`config.mk`:
```
export PLATFORM = sky130hd
export DESIGN_NAME = baud_fracgen
export DESIGN_NICKNAME = d
export VERILOG_FILES = /design/src/rtl/baud_fracgen_pkg.sv /design/src/rtl/baud_fracgen_regs.sv /design/src/rtl/baud_fracgen_acc.sv /design/src/rtl/baud_fracgen_oscnt.sv /design/src/rtl/baud_fracgen.sv
export SDC_FILE = /design/constraint.sdc
export NUM_CORES = 1
export LEC_CHECK = 0
export CORE_MARGIN = 2
export CORE_UTILIZATION = 35
export CTS_CLUSTER_SIZE = 30
export DETAILED_ROUTE_END_ITERATION = 7
export GPL_TIMING_DRIVEN = 0
export PLACE_DENSITY_LB_ADDON = 0.1
export SETUP_SLACK_MARGIN = 0.3
export SYNTH_ARGS = -nofsm -noshare
export SYNTH_HDL_FRONTEND = slang
export SYNTH_SLANG_ARGS = --single-unit
```
`constraint.sdc`:
```
create_clock -name clk -period 3.5 [get_ports clk]
set_clock_uncertainty 0.05 [all_clocks]
set_input_delay 0.35 -clock clk [delete_from_list [all_inputs] [get_ports clk]]
set_output_delay 0.35 -clock clk [all_outputs]
set_load 0.05 [all_outputs]
```
`src/rtl/baud_fracgen_pkg.sv`:
```
package baud_fracgen_pkg;

    typedef enum logic [1:0] {
        ST_HALT   = 2'd0,
        ST_COUNT  = 2'd1,
        ST_EXTEND = 2'd2
    } gen_state_e;

    localparam int RATIO_W = 5;

    // Oversampling ratio for the 2-bit select field; code 3 falls back to 16.
    function automatic logic [RATIO_W-1:0] osr_ratio(input logic [1:0] sel);
        unique case (sel)
            2'd1:    osr_ratio = RATIO_W'(8);
            2'd2:    osr_ratio = RATIO_W'(4);
            default: osr_ratio = RATIO_W'(16);
        endcase
    endfunction

endpackage

```
`src/rtl/baud_fracgen_regs.sv`:
```
module baud_fracgen_regs #(
    parameter int BYTE_W = 8,
    parameter int FRAC_W = 4
) (
    input  logic                  clk,
    input  logic                  rst_n,
    input  logic                  wr_lo,
    input  logic                  wr_hi,
    input  logic                  wr_ext,
    input  logic [BYTE_W-1:0]     wr_data,
    output logic [2*BYTE_W-1:0]   divisor,
    output logic [FRAC_W-1:0]     frac,
    output logic [1:0]            osr_sel,
    output logic                  reload
);
    localparam int SEL_LSB = FRAC_W;

    logic [BYTE_W-1:0] lo_q, hi_q;

    always_ff @(posedge clk or negedge rst_n) begin
        if (!rst_n) begin
            lo_q    <= '0;
            hi_q    <= '0;
            frac    <= '0;
            osr_sel <= '0;
        end else begin
            if (wr_lo)  lo_q <= wr_data;
            if (wr_hi)  hi_q <= wr_data;
            if (wr_ext) begin
                frac    <= wr_data[FRAC_W-1:0];
                osr_sel <= wr_data[SEL_LSB+1:SEL_LSB];
            end
        end
    end

    assign divisor = {hi_q, lo_q};
    assign reload  = wr_lo | wr_hi | wr_ext;

    // unwritten divisor bytes hold their value
    p_div_hold_r1: assert property (@(posedge clk) disable iff (!rst_n)
        (!wr_lo && !wr_hi) |=> $stable(divisor));
    // high byte takes the bus value
    p_hi_load_r1: assert property (@(posedge clk) disable iff (!rst_n)
        wr_hi |=> (divisor[2*BYTE_W-1:BYTE_W] == $past(wr_data)));

endmodule

```
`src/rtl/baud_fracgen_acc.sv`:
```
module baud_fracgen_acc #(
    parameter int FRAC_W = 4
) (
    input  logic              clk,
    input  logic              rst_n,
    input  logic              clear,
    input  logic              advance,
    input  logic [FRAC_W-1:0] frac,
    output logic              stretch
);
    logic [FRAC_W-1:0] acc_q;
    logic [FRAC_W:0]   sum;

    assign sum     = {1'b0, acc_q} + {1'b0, frac};
    assign stretch = sum[FRAC_W];

    always_ff @(posedge clk or negedge rst_n) begin
        if (!rst_n)       acc_q <= '0;
        else if (clear)   acc_q <= '0;
        else if (advance) acc_q <= sum[FRAC_W-1:0];
    end

    // phase only moves on a sample tick
    p_acc_hold_r4: assert property (@(posedge clk) disable iff (!rst_n)
        (!clear && !advance) |=> $stable(acc_q));

endmodule

```
`src/rtl/baud_fracgen_oscnt.sv`:
```
module baud_fracgen_oscnt #(
    parameter int CNT_W = 4
) (
    input  logic           clk,
    input  logic           rst_n,
    input  logic           clear,
    input  logic           advance,
    input  logic [CNT_W:0] ratio,
    output logic           last
);
    logic [CNT_W-1:0] os_q;

    assign last = ({1'b0, os_q} == ratio - (CNT_W+1)'(1));

    always_ff @(posedge clk or negedge rst_n) begin
        if (!rst_n)       os_q <= '0;
        else if (clear)   os_q <= '0;
        else if (advance) os_q <= last ? '0 : os_q + CNT_W'(1);
    end

    // sub-count never reaches the ratio
    p_os_range_r6: assert property (@(posedge clk) disable iff (!rst_n)
        ({1'b0, os_q} < ratio));

endmodule

```
`src/rtl/baud_fracgen.sv`:
```
module baud_fracgen
    import baud_fracgen_pkg::*;
#(
    parameter int BYTE_W = 8,
    parameter int FRAC_W = 4,
    parameter int OS_W   = 4
) (
    input  logic              clk,
    input  logic              rst_n,
    input  logic              wr_lo,
    input  logic              wr_hi,
    input  logic              wr_ext,
    input  logic [BYTE_W-1:0] wr_data,
    output logic              sample_tick,
    output logic              bit_tick
);
    localparam int DIV_W = 2 * BYTE_W;

    gen_state_e         state_q, state_nx;
    logic [DIV_W-1:0]   divisor, cnt_q;
    logic [FRAC_W-1:0]  frac;
    logic [1:0]         osr_sel;
    logic               reload, stretch, os_last, at_end, start, phase_clr;
    logic [OS_W:0]      ratio;

    baud_fracgen_regs #(.BYTE_W(BYTE_W), .FRAC_W(FRAC_W)) u_regs (
        .clk(clk), .rst_n(rst_n), .wr_lo(wr_lo), .wr_hi(wr_hi),
        .wr_ext(wr_ext), .wr_data(wr_data), .divisor(divisor),
        .frac(frac), .osr_sel(osr_sel), .reload(reload)
    );

    assign start     = (state_q == ST_HALT) && (divisor != '0);
    assign phase_clr = reload | start;
    assign at_end    = (cnt_q == divisor - DIV_W'(1));
    assign ratio     = (OS_W+1)'(osr_ratio(osr_sel));

    baud_fracgen_acc #(.FRAC_W(FRAC_W)) u_acc (
        .clk(clk), .rst_n(rst_n), .clear(phase_clr),
        .advance(sample_tick), .frac(frac), .stretch(stretch)
    );

    baud_fracgen_oscnt #(.CNT_W(OS_W)) u_os (
        .clk(clk), .rst_n(rst_n), .clear(phase_clr),
        .advance(sample_tick), .ratio(ratio), .last(os_last)
    );

    // next-state logic
    always_comb begin
        state_nx = state_q;
        unique case (state_q)
            ST_HALT:   if (divisor != '0) state_nx = ST_COUNT;
            ST_COUNT:  if (at_end && stretch) state_nx = ST_EXTEND;
            ST_EXTEND: state_nx = ST_COUNT;
            default:   state_nx = ST_HALT;
        endcase
    end

    // state register and period counter
    always_ff @(posedge clk or negedge rst_n) begin
        if (!rst_n) begin
            state_q <= ST_HALT;
            cnt_q   <= '0;
        end else if (reload) begin
            state_q <= ST_HALT;
            cnt_q   <= '0;
        end else begin
            state_q <= state_nx;
            unique case (state_q)
                ST_COUNT: begin
                    if (!at_end)      cnt_q <= cnt_q + DIV_W'(1);
                    else if (!stretch) cnt_q <= '0;
                end
                default: cnt_q <= '0;
            endcase
        end
    end

    // outputs
    always_comb begin
        sample_tick = 1'b0;
        unique case (state_q)
            ST_COUNT:  sample_tick = at_end && !stretch;
            ST_EXTEND: sample_tick = 1'b1;
            default:   sample_tick = 1'b0;
        endcase
        bit_tick = sample_tick && os_last;
    end

    p_zero_quiet_r2: assert property (@(posedge clk) disable iff (!rst_n)
        (divisor == '0) |-> !sample_tick);
    p_whole_no_ext_r3: assert property (@(posedge clk) disable iff (!rst_n)
        (frac == '0 && !$past(reload)) |-> (state_q != ST_EXTEND));
    p_bit_in_sample_r6: assert property (@(posedge clk) disable iff (!rst_n)
        bit_tick |-> sample_tick);
    p_restart_gap_r7: assert property (@(posedge clk) disable iff (!rst_n)
        reload |=> !sample_tick);
    p_single_pulse_r9: assert property (@(posedge clk) disable iff (!rst_n)
        (sample_tick && divisor > DIV_W'(1) && !reload) |=> !sample_tick);

endmodule

```
==> flow_summary.json <==
{
  "path_max_fanout": 5,
  "remaining_drc_errors": 0,
  "drt-total-wl_mm": 7.28,
  "maxClockFrequency_mhz": 294,
  "ys_warn_count": 0,
  "dpl.hpwl_mm": 5.21,
  "placeableCoreArea_um2": 8590,
  "drt-vias-per-instance": 5.33,
  "synthAdderAreaFrac_pct": 6.00,
  "final_cell_count_no_fill": 470,
  "outcome": "complete, no violations",
  "antenna_found_initial": 0,
  "via_total_after_detailed_routing": 2505,
  "syn_area_um2": 3050,
  "fillers": 850,
  "placed_cells_incl_taps": 437,
  "grt_remaining_overflow": 0,
  "cp_data_required_time_ns": 3.10,
  "seq_area_frac_synth_pct": 39.4,
  "clock_latency_ns": 0.30,
  "core.rowCount": 34,
  "port_buffers": 12,
  "setup.worst_path.start": "u_regs.lo_q[0]",
  "clock-sinks": 48,
  "number_of_instances_on_the_worst_hold_path": 3,
  "clk_pin_slew_worst_paths_ns": 0.09,
  "worst_setup_path_start_kind": "register",
  "mappedNetlistNets": 343,
  "grt_pass1_wl_mm": 12.4,
  "min_delay_worst_endpoint": "u_regs.osr_sel[0]",
  "htreeDepth": 2,
  "timing.rr.end": "u_os.os_q[0]",
  "hp-start": "wr_ext",
  "dominant_combinational_cell_family_by_area_after_synthesis": "simple AND/OR/NAND/NOR gates",
  "r2r_cells": 12,
  "synth-edff-count": 0,
  "area_fraction_in_compound_gates_after_synthesis_pct": 14.9,
  "postSynth.asyncResetShare_pct": 100,
  "area_growth_syn_to_layout_pct": 26.8,
  "crit_type": "reg -> out",
  "gpl.final_weighted_congestion": 0.781,
  "dieWidth_um": 97.3,
  "hold_path_class": "in -> reg",
  "cts_made_buffers": 5,
  "crit-reg2reg-launch": "u_regs.lo_q[0]",
  "p_per_area_nw_per_um2": 324,
  "grt_setup_unrepaired": "yes",
  "floorplan.die_area_um2": 9460,
  "postSynthCellCount": 316,
  "via_count_of_the_first_global_routing_pass": 2445,
  "tritoncts": "yes",
  "commonest_non_fill_non_tap_cell_in_the_layout": "sky130_fd_sc_hd__dfrtp_1",
  "place_worst_setup_slack_ns": -0.597,
  "relSlewSlack_pct": 45.4,
  "layout.nets": 388,
  "fin_crit_ns": 3.40,
  "ios": 15,
  "drt_first_pass_iters": 4,
  "detail-route-antenna-nets": 0,
  "global_route.usage.total_pct": 16.1,
  "clock_tree.root_cell": "sky130_fd_sc_hd__clkbuf_8",
  "regToRegSetupSlack_ns": 0.20,
  "initial_utilization_pct": 35.4,
  "setup_ws_ns": 0.0975,
  "synth-xor-area-share_pct": 5.75,
  "maxSlewViolCount": 0,
  "drt_first_iter_violations": 98,
  "critical_path_arrival_ns": 3.00,
  "timing.final.hold_violations": 0,
  "register_bit_count_reported_by_yosys": 48,
  "simple_logic_cell_fraction_of_the_synthesized_area_pct": 19.1,
  "clock_tree.buffer_depth": 2,
  "synth_cell_types": 52,
  "power.leakage_nw": 1.55,
  "final-setup-viol-count": 0,
  "synthMuxAreaShare_pct": 10.4,
  "height_of_the_chip_um": 97.3,
  "antenna_cell_count": 0,
  "postSynthAreaPerCell_um2": 9.64,
  "post-route-period-util_pct": 97.2,
  "ir_drop_mv": 0.256,
  "drive_gt1_share_pct": 29.0,
  "worstSetupEndpointType": "primary output",
  "transition_time_at_the_pin_with_the_least_slew_margin_ns": 0.819,
  "synth_flop_cell": "sky130_fd_sc_hd__dfrtp_1",
  "max-cap-violations": 0,
  "most-common-layout-cells": "46 x sky130_fd_sc_hd__dfrtp_1, 22 x sky130_fd_sc_hd__buf_4, 20 x sky130_fd_sc_hd__nand2_1, 20 x sky130_fd_sc_hd__nand3_1, 19 x sky130_fd_sc_hd__mux2_2",
  "grt_start_max_net_pins": 32,
  "detail_route.wl_per_cell_um": 15.5
}
[report_power, final]
group	leakage (nW)	internal [mW]	switching (mW)
combinational	0.869	0.102	0.101
sequential	0.619	0.580	0.0317
clock	0.0614	0.234	0.203
[cells in the mapped netlist (3+ instances only)]
master / n / area share (%)
sky130_fd_sc_hd__nor4_1: 4 / 0.82
sky130_fd_sc_hd__nor3_1: 10 / 1.6
sky130_fd_sc_hd__nand3_1: 20 / 3.3
sky130_fd_sc_hd__nand4b_1: 3 / 0.86
sky130_fd_sc_hd__nand2_1: 20 / 2.5
sky130_fd_sc_hd__nor2_1: 12 / 1.5
sky130_fd_sc_hd__buf_2: 3 / 0.49
sky130_fd_sc_hd__clkbuf_1: 7 / 0.86
sky130_fd_sc_hd__inv_1: 19 / 2.3
sky130_fd_sc_hd__mux2i_1: 9 / 3.0
sky130_fd_sc_hd__ha_1: 13 / 5.3
sky130_fd_sc_hd__or4_1: 4 / 0.99
sky130_fd_sc_hd__dfrtp_1: 48 / 39
sky130_fd_sc_hd__and3_1: 8 / 1.6
sky130_fd_sc_hd__xnor2_1: 14 / 4.0
sky130_fd_sc_hd__nand3b_1: 3 / 0.74
sky130_fd_sc_hd__a21oi_1: 29 / 4.8
sky130_fd_sc_hd__xor2_1: 6 / 1.7
sky130_fd_sc_hd__mux2_2: 19 / 7.0
sky130_fd_sc_hd__o21ai_0: 21 / 3.5
sky130_fd_sc_hd__or3_1: 4 / 0.82
[worst max-delay path by stage]
| stage | slack (ns) | end |
|---|---|---|
| floorplan | 0.20 | bit_tick |
| global placement | -0.56 | sample_tick |
| detailed placement | -0.60 | sample_tick |
| CTS | -0.06 | bit_tick |
| global route | -0.02 | bit_tick |
| finish | 0.1 | bit_tick |
[state kept, by name, summed over array words and instances, names as in the netlist]
| name | count |
|---|---|
| cnt_q | 16 |
| u_regs.hi_q | 8 |
| u_regs.lo_q | 8 |
| u_acc.acc_q | 4 |
| u_os.os_q | 4 |
| u_regs.frac | 4 |
| state_q | 2 |
| u_regs.osr_sel | 2 |
[timing repair]
item	4_1_cts	5_1_grt
endpoints found under the hold margin	17	0
buffers inserted	13	11
hold buffers	1	0
pin swaps	9	15
endpoints found under the setup margin	26	27
resized for setup	46	20
[through the flow]
| stage | util (%) | hold WS (ns) | power (mW) | setup TNS [ns] | instance area (um2) |
|---|---|---|---|---|---|
| finish | 44.9 | 0.382 | 1.25 | 0 | 3860 |
| global route | 44.9 | 0.413 | 1.31 | -0.0322 | 3860 |
| CTS | 43.0 | 0.383 | 1.25 | -0.0838 | 3700 |
| detailed placement | 39.1 | 0.275 | 0.790 | -1.40 | 3360 |
| floorplan | - | 0.00441 | 0.730 | 0 | 3090 |
| global placement | 38.9 | 0.472 | 0.787 | -1.12 | 3340 |
[worst max-delay path, stage by stage (launching register included)]
cell	delay, ns
sky130_fd_sc_hd__dfrtp_1	0.41
sky130_fd_sc_hd__buf_6	0.13
sky130_fd_sc_hd__or4_4	0.53
sky130_fd_sc_hd__or3_4	0.42
sky130_fd_sc_hd__a31oi_4	0.16
sky130_fd_sc_hd__a41oi_4	0.06
sky130_fd_sc_hd__nor4_4	0.29
sky130_fd_sc_hd__buf_4	0.17
sky130_fd_sc_hd__a41oi_4	0.17
sky130_fd_sc_hd__nor3_4	0.17
sky130_fd_sc_hd__buf_6	0.18
[metal layers]
metal | global-route usage [%] | wire (um) | vias to the layer above
li1 | - | - | 1240
met1 | 23.6 | 3680 | 1223
met2 | 25.4 | 3330 | 35
met3 | 2.09 | 196 | 7
met4 | 4.17 | 76 | 0
met5 | 0 | 0 | -
[kinds of logic after synthesis]
logic type	after synthesis
AOI/OAI and AO/OA	72
muxes	29
xor gates and xnor gates	20
DFF	48
and+or+nand+nor	102
buffers and inverters	31
adders and majority gates	14
[layout make-up]
type | instances | area [um2] | area share, %
multi-input combinational | 237 | 1900 | 49.1
sequential | 48 | 1200 | 31.2
timing repair buffer | 38 | 343 | 8.88
tap | 108 | 135 | 3.50
buffer | 12 | 92.6 | 2.40
clock buffer | 6 | 82.6 | 2.14
inverter | 19 | 71.3 | 1.85
clock inverter | 2 | 38.8 | 1.00
Note: power is estimated with default switching activity, not from simulation.
